==> src/rtl/sc_dec_pkg.sv <==
package sc_dec_pkg;

  localparam int INSTR_W = 32;
  localparam int OPC_W   = 6;
  localparam int FUNCT_W = 6;
  localparam int OPC_LSB = INSTR_W - OPC_W;

  localparam logic [OPC_W-1:0] OPC_RTYPE = 6'b000000;
  localparam logic [OPC_W-1:0] OPC_ADDIU = 6'b001001;
  localparam logic [OPC_W-1:0] OPC_ORI   = 6'b001101;
  localparam logic [OPC_W-1:0] OPC_LUI   = 6'b001111;
  localparam logic [OPC_W-1:0] OPC_LW    = 6'b100011;
  localparam logic [OPC_W-1:0] OPC_LH    = 6'b100001;
  localparam logic [OPC_W-1:0] OPC_LB    = 6'b100000;
  localparam logic [OPC_W-1:0] OPC_SW    = 6'b101011;
  localparam logic [OPC_W-1:0] OPC_SH    = 6'b101001;
  localparam logic [OPC_W-1:0] OPC_SB    = 6'b101000;
  localparam logic [OPC_W-1:0] OPC_BEQ   = 6'b000100;
  localparam logic [OPC_W-1:0] OPC_JAL   = 6'b000011;

  localparam logic [FUNCT_W-1:0] FN_ADDU = 6'b100001;
  localparam logic [FUNCT_W-1:0] FN_SUBU = 6'b100011;
  localparam logic [FUNCT_W-1:0] FN_JR   = 6'b001000;

  // One line per recognised instruction; at most one is high.
  typedef struct packed {
    logic addu;
    logic subu;
    logic jr;
    logic addiu;
    logic ori;
    logic lui;
    logic lw;
    logic lh;
    logic lb;
    logic sw;
    logic sh;
    logic sb;
    logic beq;
    logic jal;
  } matchLines_t;

  // Strobes handed from the control encoder to the datapath side.
  typedef struct packed {
    logic [1:0] npcSel;
    logic       regWrite;
    logic [1:0] extMode;
    logic [1:0] aluOp;
    logic       memWrite;
    logic [1:0] dstSel;
    logic [1:0] wbSel;
    logic       bSel;
    logic [1:0] storeWidth;
    logic [1:0] loadWidth;
  } ctrlStrobes_t;

endpackage

==> src/rtl/sc_instr_match.sv <==
module sc_instr_match
  import sc_dec_pkg::*;
(
  input  logic [INSTR_W-1:0] instr,
  output matchLines_t        hit
);

  logic [OPC_W-1:0]   opcode;
  logic [FUNCT_W-1:0] funct;
  logic               isRtype;

  assign opcode  = instr[INSTR_W-1:OPC_LSB];
  assign funct   = instr[FUNCT_W-1:0];
  assign isRtype = (opcode == OPC_RTYPE);

  always_comb begin
    hit       = '0;
    hit.addu  = isRtype && (funct == FN_ADDU);
    hit.subu  = isRtype && (funct == FN_SUBU);
    hit.jr    = isRtype && (funct == FN_JR);
    hit.addiu = (opcode == OPC_ADDIU);
    hit.ori   = (opcode == OPC_ORI);
    hit.lui   = (opcode == OPC_LUI);
    hit.lw    = (opcode == OPC_LW);
    hit.lh    = (opcode == OPC_LH);
    hit.lb    = (opcode == OPC_LB);
    hit.sw    = (opcode == OPC_SW);
    hit.sh    = (opcode == OPC_SH);
    hit.sb    = (opcode == OPC_SB);
    hit.beq   = (opcode == OPC_BEQ);
    hit.jal   = (opcode == OPC_JAL);
  end

endmodule

==> src/rtl/sc_ctrl_encode.sv <==
module sc_ctrl_encode
  import sc_dec_pkg::*;
(
  input  matchLines_t  hit,
  output ctrlStrobes_t strb
);

  logic anyLoad;
  logic anyStore;
  logic immArith;

  assign anyLoad  = hit.lw | hit.lh | hit.lb;
  assign anyStore = hit.sw | hit.sh | hit.sb;
  assign immArith = hit.addiu | hit.ori | hit.lui;

  // Each bit is the OR of the instructions for which it is set.
  always_comb begin
    strb.npcSel[0]     = hit.beq | hit.jr;
    strb.npcSel[1]     = hit.jal | hit.jr;
    strb.regWrite      = hit.addu | hit.subu | immArith | anyLoad | hit.jal;
    strb.extMode[0]    = hit.addiu | anyLoad | anyStore;
    strb.extMode[1]    = hit.lui;
    strb.aluOp[0]      = hit.subu | hit.beq;
    strb.aluOp[1]      = hit.ori;
    strb.memWrite      = anyStore;
    strb.dstSel[0]     = immArith | anyLoad;
    strb.dstSel[1]     = hit.jal;
    strb.wbSel[0]      = anyLoad;
    strb.wbSel[1]      = hit.jal;
    strb.bSel          = immArith | anyLoad | anyStore;
    strb.storeWidth[0] = hit.sh;
    strb.storeWidth[1] = hit.sb;
    strb.loadWidth[0]  = hit.lh;
    strb.loadWidth[1]  = hit.lb;
  end

endmodule

==> src/rtl/sc_decoder.sv <==
module sc_decoder
  import sc_dec_pkg::*;
(
  input  logic [31:0] instr,
  output logic [1:0]  npcSel,
  output logic        regWrite,
  output logic [1:0]  extMode,
  output logic [1:0]  aluOp,
  output logic        memWrite,
  output logic [1:0]  dstSel,
  output logic [1:0]  wbSel,
  output logic        bSel,
  output logic [1:0]  storeWidth,
  output logic [1:0]  loadWidth
);

  matchLines_t  hit;
  ctrlStrobes_t strb;

  sc_instr_match u_match (
    .instr (instr),
    .hit   (hit)
  );

  sc_ctrl_encode u_encode (
    .hit  (hit),
    .strb (strb)
  );

  assign npcSel     = strb.npcSel;
  assign regWrite   = strb.regWrite;
  assign extMode    = strb.extMode;
  assign aluOp      = strb.aluOp;
  assign memWrite   = strb.memWrite;
  assign dstSel     = strb.dstSel;
  assign wbSel      = strb.wbSel;
  assign bSel       = strb.bSel;
  assign storeWidth = strb.storeWidth;
  assign loadWidth  = strb.loadWidth;

endmodule

==> config.mk <==
export PLATFORM = sky130hd
export DESIGN_NAME = sc_decoder
export DESIGN_NICKNAME = d
export VERILOG_FILES = /design/src/rtl/sc_dec_pkg.sv /design/src/rtl/sc_instr_match.sv /design/src/rtl/sc_ctrl_encode.sv /design/src/rtl/sc_decoder.sv
export SDC_FILE = /design/constraint.sdc
export NUM_CORES = 1
export LEC_CHECK = 0
export BUFFER_PORTS_ARGS = -buffer_cell sky130_fd_sc_hd__buf_2
export CAP_MARGIN = 10
export CORE_AREA = 3 3 40 42
export DETAILED_ROUTE_END_ITERATION = 7
export DIE_AREA = 0 0 43 45
export PLACE_DENSITY = 0.7
export SETUP_SLACK_MARGIN = 0.2
export SLEW_MARGIN = 20
export SYNTH_ARGS = -nofsm -noshare
export SYNTH_HDL_FRONTEND = slang
export SYNTH_HIERARCHICAL = 1
export SYNTH_SLANG_ARGS = --single-unit
==> constraint.sdc <==
create_clock -name vclk -period 2.3
set_input_delay 0.46 -clock vclk [all_inputs]
set_output_delay 0.46 -clock vclk [all_outputs]
set_load 0.05 [all_outputs]
======== Word level (Yosys, flattened, before mapping) ========
Index checks and enable logic that the tools add are counted.
operators by class
  equal/unequal tests ..................... 14
  bitwise operators ....................... 17
  reductions and logical operators ........ 4
operator list
  operator            count
  $eq 6x6->1 const B  8
  $eq 6x4->1 const B  4
  $or 1x1->1          17
  $eq 6x2->1 const B  1
  $eq 6x3->1 const B  1
  $logic_not 6->1     1
  $logic_and 1x1->1   3
storage, ports and cells
  flip-flop bits (word level) ............. 0
  input bits .............................. 32
  output and inout bits ................... 17
  logic and storage cells ................. 35

======== Depth between registers and ports, before layout ========
Gate-level depths: netlist of run 1.
  depth after elaboration ................. 6
  mapped depth ............................ 5

======== Modules after synthesis ========
The synthesis of run 1 kept the hierarchy.
by module, submodules not included
  module          instances  cells each  area each (µm²)  sequential area each (µm²)
  sc_instr_match  1          27          167.7            0.0
  sc_ctrl_encode  1          23          148.9            0.0

======== Worst setup path after synthesis of run 1 ========
No wires, ideal clock.
  kind .................................... input to output
  start ................................... input instr[30]
  end ..................................... output regWrite
  arrival time ............................ 1.756 ns
  required time ........................... 1.840 ns
  path slack .............................. 0.084 ns
  stages .................................. 4
  path buffers ............................ 0
  cell sequence ........................... or4_4 nor4_1 nor3_1 nand3_1
RTL lines
  element      line             source
  from (decl)  sc_decoder.sv:4  input logic [31:0] instr,
  to (decl)    sc_decoder.sv:6  output logic regWrite,

==> impl_metrics.json, run 1 <==
{
  "min_path_cells": 4,
  "final_core_util_pct": 47.42,
  "hp-class": "input pin to output pin",
  "place_inst": 91,
  "p_leak_nw": 0.3268,
  "worst_pin_slew_ns": 0.3590,
  "io_pins": 49,
  "antenna_found_initial": 0,
  "fin_nets": 111,
  "synth_cells": 50,
  "n_antenna_cell": 0,
  "dp_slack_ns": -0.06388,
  "die_height_um": 45,
  "cpMostUsedCell": "buf_6",
  "power_density_nw_per_um2": 158.9,
  "path_cells": "buf_6 > or4_4 > nor4_4 > nor3_1 > nand3_1 > buf_6",
  "detailedPlacementHpwl_um": 867.8,
  "worst-setup-path-type": "input pin to output pin",
  "holdBufCountCts": 0,
  "synthTopCellsByCount": "10 x buf_4, 9 x nor2_1, 6 x nor3_1",
  "slew_headroom_pct": 75.87,
  "total_power_w": 0.00009685,
  "dieArea_sq_um": 1935,
  "finalHoldViolations": 0,
  "grt_max_degree": 6,
  "grt_first_pass_wirelength_um": 1690,
  "vdd_drop_max_mv": 0.07024,
  "required_ns": 1.84,
  "slew_violations": 0,
  "fmax_mhz": 450.0,
  "fin_crit_ns": 2.222,
  "gp_congestion": 0.7509,
  "io_buffers": 29,
  "drtIter0Drc": 6,
  "maxCapViolCount": 0,
  "grt_overflow": 0,
  "grt_usage_pct": 10.61,
  "avgRoutedWirePerCell_um": 11.07,
  "syn_to_final_growth_pct": 92.49,
  "holdCritStartpoint": "instr[27]",
  "totalWireLength_um": 1018,
  "critPathMaxFanout": 4,
  "cp_top_family": "simple AND/OR/NAND/NOR gates",
  "holdWs_ns": 1.379,
  "fillers": 127,
  "crit_slowest_cell": "or4_4",
  "max_stage_delay_ns": 0.59,
  "viasPerCell": 4.652,
  "syn-cell-area_sq_um": 316.6,
  "ant_nets": 0,
  "die_x_um": 43,
  "core-area_sq_um": 1285,
  "grt_setup_unrepaired": "true",
  "synth_top_area_cell": "buf_4",
  "drtPass1Iterations": 4,
  "synth_nets": 82,
  "critPathCaptureType": "output pin",
  "arrival_ns": 1.76,
  "ys_seq_area_share_pct": 0,
  "seq_area_sq_um": 0,
  "ys_top_cells_by_area": "buf_4 24%, nor2_1 11%, nor3_1 9.5%, nand4bb_1 7.1%, or4_4 7.1%",
  "hold_end": "storeWidth[1]",
  "drive_gt1_share_pct": 67.53,
  "vias": 428,
  "syn_area_per_cell_sq_um": 6.331,
  "yosysMostFrequentCell": "buf_4",
  "outcome": "finished clean",
  "setup_slack_ns": 0.07767,
  "crit_buf_inv": 2,
  "post-route-period-util_pct": 96.62,
  "synth_cell_type_count": 18,
  "drc": 0,
  "synth_top_area_share_pct": 23.72,
  "start_kind": "input pin",
  "nClkBuffers": 0,
  "nFlopsAndLatches": 0,
  "final_cells": 92,
  "yosysWarnings": 6,
  "setup_viol": 0,
  "core.rowCount": 13,
  "grt_pass1_vias": 420,
  "initial_core_util_pct": 24.63
}
[tightest hold or removal path, cell delays in order]
cell	delay (ns)
buf_6	0.07
buf_4	0.12
nor3_2	0.06
buf_2	0.20
[what timing repair did]
action                                  CTS  global route
hold endpoints to repair                  0             0
endpoints found under the setup margin   10            13
gates resized for setup                  28             8
buffers inserted                          1             0
pin swaps                                 9             0
[metrics by stage]
stage	setup TNS (ns)	area, sq um
floorplan	0	316.6
global placement	-0.1081	457.9
detailed placement	-0.1456	457.9
CTS	0	580.6
global route	0	609.3
finish	0	609.3
[area by class of cell]
class	count	area (sq um)	area share [%]
Timing Repair Buffer	37	291.5	47.84
Inverter	3	11.26	1.848
Multi-Input combinational cell	37	287.8	47.23
Tap cell	15	18.77	3.080
[report_power, final]
| part | switching [W] | total [W] | leakage (nW) | internal (W) |
|---|---|---|---|---|
| combinational | 0.0000548 | 0.0000968 | 0.327 | 0.0000421 |
| sequential | 0 | 0 | 0 | 0 |
| clock | 0 | 0 | 0 | 0 |
| total | 0.0000548 | 0.0000968 | 0.327 | 0.0000421 |
[per-layer routing]
metal  part of all wire (%)  track usage, %
met1                     43           13.33
met2                     49           20.66
met3                    7.5           1.195
met4                      0               0
met5                      0               0
[placed cells by master, fill, tap and decap left out, types with 3 or more instances in the layout]
master    n
nand2_1   3
buf_6     9
nor2_1    8
nor3_1    3
buf_2    14
nor3_2    3
inv_1     3
buf_4    10
[kinds of logic after synthesis]
family | after synthesis | synth area share [%]
buffers and inverters | 13 | 27.27
and+or+nand+nor | 37 | 72.73
[worst max path at each step]
stage              start        to  cells past startpoint  slack, ns
2_1_floorplan  instr[30]  regWrite                      4       0.08
3_3_place_gp   instr[30]  regWrite                      6      -0.07
3_5_place_dp   instr[30]  regWrite                      6      -0.06
4_1_cts        instr[28]  regWrite                      6        0.1
5_1_grt         instr[4]  regWrite                      6       0.03
6_report       instr[28]  regWrite                      6       0.08
Power figures use the tool's default switching activity.
==> run 2: changes to the inputs <==
--- a/config.mk
+++ b/config.mk
@@ -10,7 +10,8 @@
 export CORE_AREA = 3 3 40 42
 export DETAILED_ROUTE_END_ITERATION = 7
 export DIE_AREA = 0 0 43 45
-export PLACE_DENSITY = 0.7
+export GPL_ROUTABILITY_DRIVEN = 0
+export PLACE_DENSITY = 0.73
 export SETUP_SLACK_MARGIN = 0.2
 export SLEW_MARGIN = 20
 export SYNTH_ARGS = -nofsm -noshare
==> run 2 against run 1 <==
Effect of this change: non-clock buffer count did not move; die area did not move; sequential cell count did not move; power rose by 9.6%; sequential share of layout area did not move; global-route usage rose by 1.3 points; combinational power rose by 9.5%; utilization rose by 4.8 points; clock-buffer cell count did not move; final cell count did not move; final area rose by 10%; routed wire length rose by 14%; largest power group unchanged.
==> impl_metrics.json, run 2 (same netlist as run 1, synthesis figures left out) <==
{
  "layout_common_cells": "13 x buf_6, 11 x buf_2, 9 x buf_4, 6 x nor2_1",
  "die_height_um": 45,
  "cp_top_family": "simple AND/OR/NAND/NOR gates",
  "avgRoutedWirePerCell_um": 12.58,
  "seq_area_sq_um": 0,
  "grt_max_degree": 6,
  "maxCapViolCount": 0,
  "totalWireLength_um": 1157,
  "finalHoldViolations": 0,
  "max_stage_delay_ns": 0.58,
  "initial_core_util_pct": 24.63,
  "outcome": "finished clean",
  "grt_pass1_vias": 461,
  "vias": 454,
  "worst_pin_slew_ns": 0.2926,
  "die_x_um": 43,
  "hold_end": "storeWidth[1]",
  "n_antenna_cell": 0,
  "holdCritStartpoint": "instr[27]",
  "p_leak_nw": 0.3392,
  "io_buffers": 29,
  "path_cells": "buf_6 > or4_4 > nor4_2 > nor3_1 > nand3_1 > buf_6",
  "layout_commonest_cell": "buf_6",
  "fmax_mhz": 449.4,
  "fin_nets": 111,
  "setup_slack_ns": 0.07475,
  "nFlopsAndLatches": 0,
  "grt_overflow": 0,
  "dieArea_sq_um": 1935,
  "drtPass1Iterations": 4,
  "place_inst": 91,
  "dp_slack_ns": -0.07262,
  "viasPerCell": 4.935,
  "post-route-period-util_pct": 96.75,
  "grt_first_pass_wirelength_um": 1869,
  "fin_crit_ns": 2.225,
  "crit_buf_inv": 2,
  "arrival_ns": 1.77,
  "holdBufCountCts": 0,
  "setup_viol": 0,
  "syn_to_final_growth_pct": 111.9,
  "drc": 0,
  "core.rowCount": 13,
  "core-area_sq_um": 1285,
  "critPathMaxFanout": 4,
  "fin_tns_setup_ns": 0,
  "worst-setup-path-type": "input pin to output pin",
  "required_ns": 1.84,
  "vdd_drop_max_mv": 0.07340,
  "io_pins": 49,
  "slew_headroom_pct": 80.34,
  "slew_violations": 0,
  "grt_usage_pct": 11.94,
  "detailedPlacementHpwl_um": 883.2,
  "total_power_w": 0.0001061,
  "hp-class": "input pin to output pin",
  "grt_setup_unrepaired": "true",
  "power_density_nw_per_um2": 158.2,
  "final_cells": 92,
  "drtIter0Drc": 2,
  "ant_nets": 0,
  "min_path_cells": 4,
  "cpMostUsedCell": "buf_6",
  "antenna_found_initial": 0,
  "crit_slowest_cell": "or4_4",
  "final_core_util_pct": 52.19,
  "nClkBuffers": 0,
  "start_kind": "input pin",
  "drive_gt1_share_pct": 74.03,
  "critPathCaptureType": "output pin"
}
-- run 2: cell type report --
class / count / area (sq um)
tap: 15 / 18.77
timing repair buffer: 37 / 314.1
inverter: 3 / 11.26
multi-input combinational: 37 / 326.6
fill: 135 / 614.3
-- run 2: metal layers --
layer,global-route usage (%),part of all wire [%]
met1,14.05,40
met2,23.95,53
met3,0.3984,6.7
met4,2.410,0
met5,0,0
-- run 2: metrics by stage --
stage | hold WS [ns] | area [sq um]
after global routing | 1.394 | 670.6
final | 1.374 | 670.6
after detailed placement | 1.401 | 457.9
after CTS | 1.366 | 628.1
after floorplan | 1.133 | 316.6
after global placement | 1.399 | 457.9
-- run 2: power by group --
part	internal [W]	switching (W)	leakage, nW
clock	0	0	0
combinational	0.0000478	0.0000584	0.339
sequential	0	0	0
-- run 2: worst max path at each step --
stage	from	to	slack [ns]	cells after the start
2_1_floorplan	instr[30]	regWrite	0.08	4
3_3_place_gp	instr[30]	regWrite	-0.06	6
3_5_place_dp	instr[30]	regWrite	-0.07	6
4_1_cts	instr[28]	regWrite	0.08	6
5_1_grt	instr[28]	regWrite	0.02	6
6_report	instr[28]	regWrite	0.07	6
-- run 2: repair_timing --
action | CTS | global route
gates cloned | 0 | 0
setup endpoints to repair | 11 | 12
setup buffers | 1 | 0
hold endpoints to repair | 0 | 0
pin swaps | 10 | 3
resized for setup | 38 | 9
==> run 3: changes to the inputs <==
--- a/config.mk
+++ b/config.mk
@@ -7,9 +7,9 @@
 export LEC_CHECK = 0
 export BUFFER_PORTS_ARGS = -buffer_cell sky130_fd_sc_hd__buf_2
 export CAP_MARGIN = 10
-export CORE_AREA = 3 3 40 42
+export CORE_AREA = 2 2 39 41
 export DETAILED_ROUTE_END_ITERATION = 7
-export DIE_AREA = 0 0 43 45
+export DIE_AREA = 0 0 41 43
 export GPL_ROUTABILITY_DRIVEN = 0
 export PLACE_DENSITY = 0.73
 export SETUP_SLACK_MARGIN = 0.2
==> run 3 against run 2 <==
Effect of this change: worst hold slack lost 0.0096 ns; sequential share of layout area is the same; non-clock buffer count shrank 3; clock-buffer cell count is the same; combinational power shrank 5%; sequential cell count is the same; global-route usage grew 0.060 points; via count grew 0.88%; routed wire length shrank 10%; fmax is essentially flat; power shrank 5.1%; die area shrank 8.9%; critical path type unchanged; critical endpoint unchanged.
==> impl_metrics.json, run 3 (same netlist as run 1, synthesis figures left out) <==
{
  "layout_common_cells": "12 x buf_2, 12 x buf_6, 9 x buf_4, 6 x nor2_1, 4 x nor3_1",
  "hp-class": "input pin to output pin",
  "crit_end": "regWrite",
  "nClkBuffers": 0,
  "io_buffers": 29,
  "grt_first_pass_wirelength_um": 1628,
  "grt_setup_unrepaired": "true",
  "path_cells": "buf_6 > or4_4 > nor4_4 > nor3_1 > nand3_1 > buf_6",
  "outcome": "finished clean",
  "place_inst": 90,
  "final_cells": 90,
  "required_ns": 1.84,
  "fillers": 152,
  "die_x_um": 41,
  "post-route-period-util_pct": 96.69,
  "maxCapViolCount": 0,
  "crit_buf_inv": 2,
  "grt_max_degree": 6,
  "worst-setup-path-type": "input pin to output pin",
  "drtIter0Drc": 1,
  "p_leak_nw": 0.3282,
  "avgRoutedWirePerCell_um": 11.52,
  "core-area_sq_um": 1384,
  "antenna_found_initial": 0,
  "finalHoldViolations": 0,
  "core.rowCount": 14,
  "critPathCaptureType": "output pin",
  "die_height_um": 43,
  "vdd_drop_max_mv": 0.04639,
  "start_kind": "input pin",
  "detailedPlacementHpwl_um": 824,
  "syn_to_final_growth_pct": 100.4,
  "drtPass1Iterations": 2,
  "initial_core_util_pct": 22.88,
  "viasPerCell": 5.089,
  "io_pins": 49,
  "fin_tns_setup_ns": 0,
  "slew_violations": 0,
  "fin_nets": 108,
  "cp_top_family": "simple AND/OR/NAND/NOR gates",
  "grt_usage_pct": 12.00,
  "max_stage_delay_ns": 0.57,
  "seq_area_sq_um": 0,
  "drc": 0,
  "place_area_sq_um": 444.2,
  "n_antenna_cell": 0,
  "dieArea_sq_um": 1763,
  "vias": 458,
  "total_power_w": 0.0001007,
  "drive_gt1_share_pct": 70.27,
  "power_density_nw_per_um2": 158.7,
  "setup_viol": 0,
  "multiInputGateArea_sq_um": 325.3,
  "grt_pass1_vias": 436,
  "worstSetupStartpoint": "instr[2]",
  "fin_crit_ns": 2.224,
  "totalWireLength_um": 1037,
  "critical_path_depth": 6,
  "postCtsSetupBuffers": 0,
  "fmax_mhz": 449.7,
  "arrival_ns": 1.76,
  "crit_slowest_cell": "or4_4",
  "cpMostUsedCell": "buf_6",
  "worst_pin_slew_ns": 0.2955,
  "ant_nets": 0,
  "holdWs_ns": 1.365,
  "slew_headroom_pct": 80.15,
  "nFlopsAndLatches": 0,
  "final_cell_area_sq_um": 634.4,
  "grt_overflow": 0,
  "critPathMaxFanout": 3
}
-- run 3: changes by cell type in the layout (fill, tap and decap cells not counted), sizes merged --
cell and delta:
clkbuf -2, buf -1
-- run 3: per-layer routing --
| layer | GRT usage (%) | wire (um) | up-vias |
|---|---|---|---|
| met5 | 0 | 0 | - |
| met4 | 0 | 0 | 0 |
| met3 | 0.5236 | 50 | 0 |
| met2 | 22.19 | 568 | 16 |
| met1 | 15.24 | 418 | 221 |
| li1 | - | - | 221 |
-- run 3: final cells by class --
| class | instances | area share, % |
|---|---|---|
| multi-input combinational | 37 | 51.28 |
| timing repair buffer | 34 | 43.79 |
| tap | 16 | 3.156 |
| inverter | 3 | 1.775 |
-- run 3: timing repair --
item | 4_1_cts | 5_1_grt
setup endpoints to repair | 10 | 11
cloned | 0 | 0
pin swaps | 9 | 4
resized for setup | 35 | 10
hold endpoints to repair | 0 | 0
hold buffers | 0 | 0
-- run 3: worst min-delay path by stage --
stage                                to  slack (ns)  cells past startpoint      start
after floorplan           storeWidth[1]        1.13                      2  instr[27]
after global placement    storeWidth[1]        1.39                      4  instr[26]
after detailed placement  storeWidth[1]        1.40                      4  instr[26]
after CTS                  loadWidth[1]        1.35                      4  instr[27]
after global routing       loadWidth[1]        1.38                      4  instr[27]
final                      loadWidth[1]        1.36                      4  instr[27]
-- run 3: metrics by stage --
step / setup WS (ns) / util [%]
floorplan: 0.08436 / -
global route: 0.01117 / 45.84
global placement: -0.06168 / 32.10
CTS: 0.09605 / 42.59
detailed placement: -0.06618 / 32.10
finish: 0.07615 / 45.84
-- run 3: power by group --
| part | internal (W) | switching (W) |
|---|---|---|
| clock | 0 | 0 |
| combinational | 0.0000428 | 0.0000579 |
| sequential | 0 | 0 |
| total | 0.0000428 | 0.0000579 |
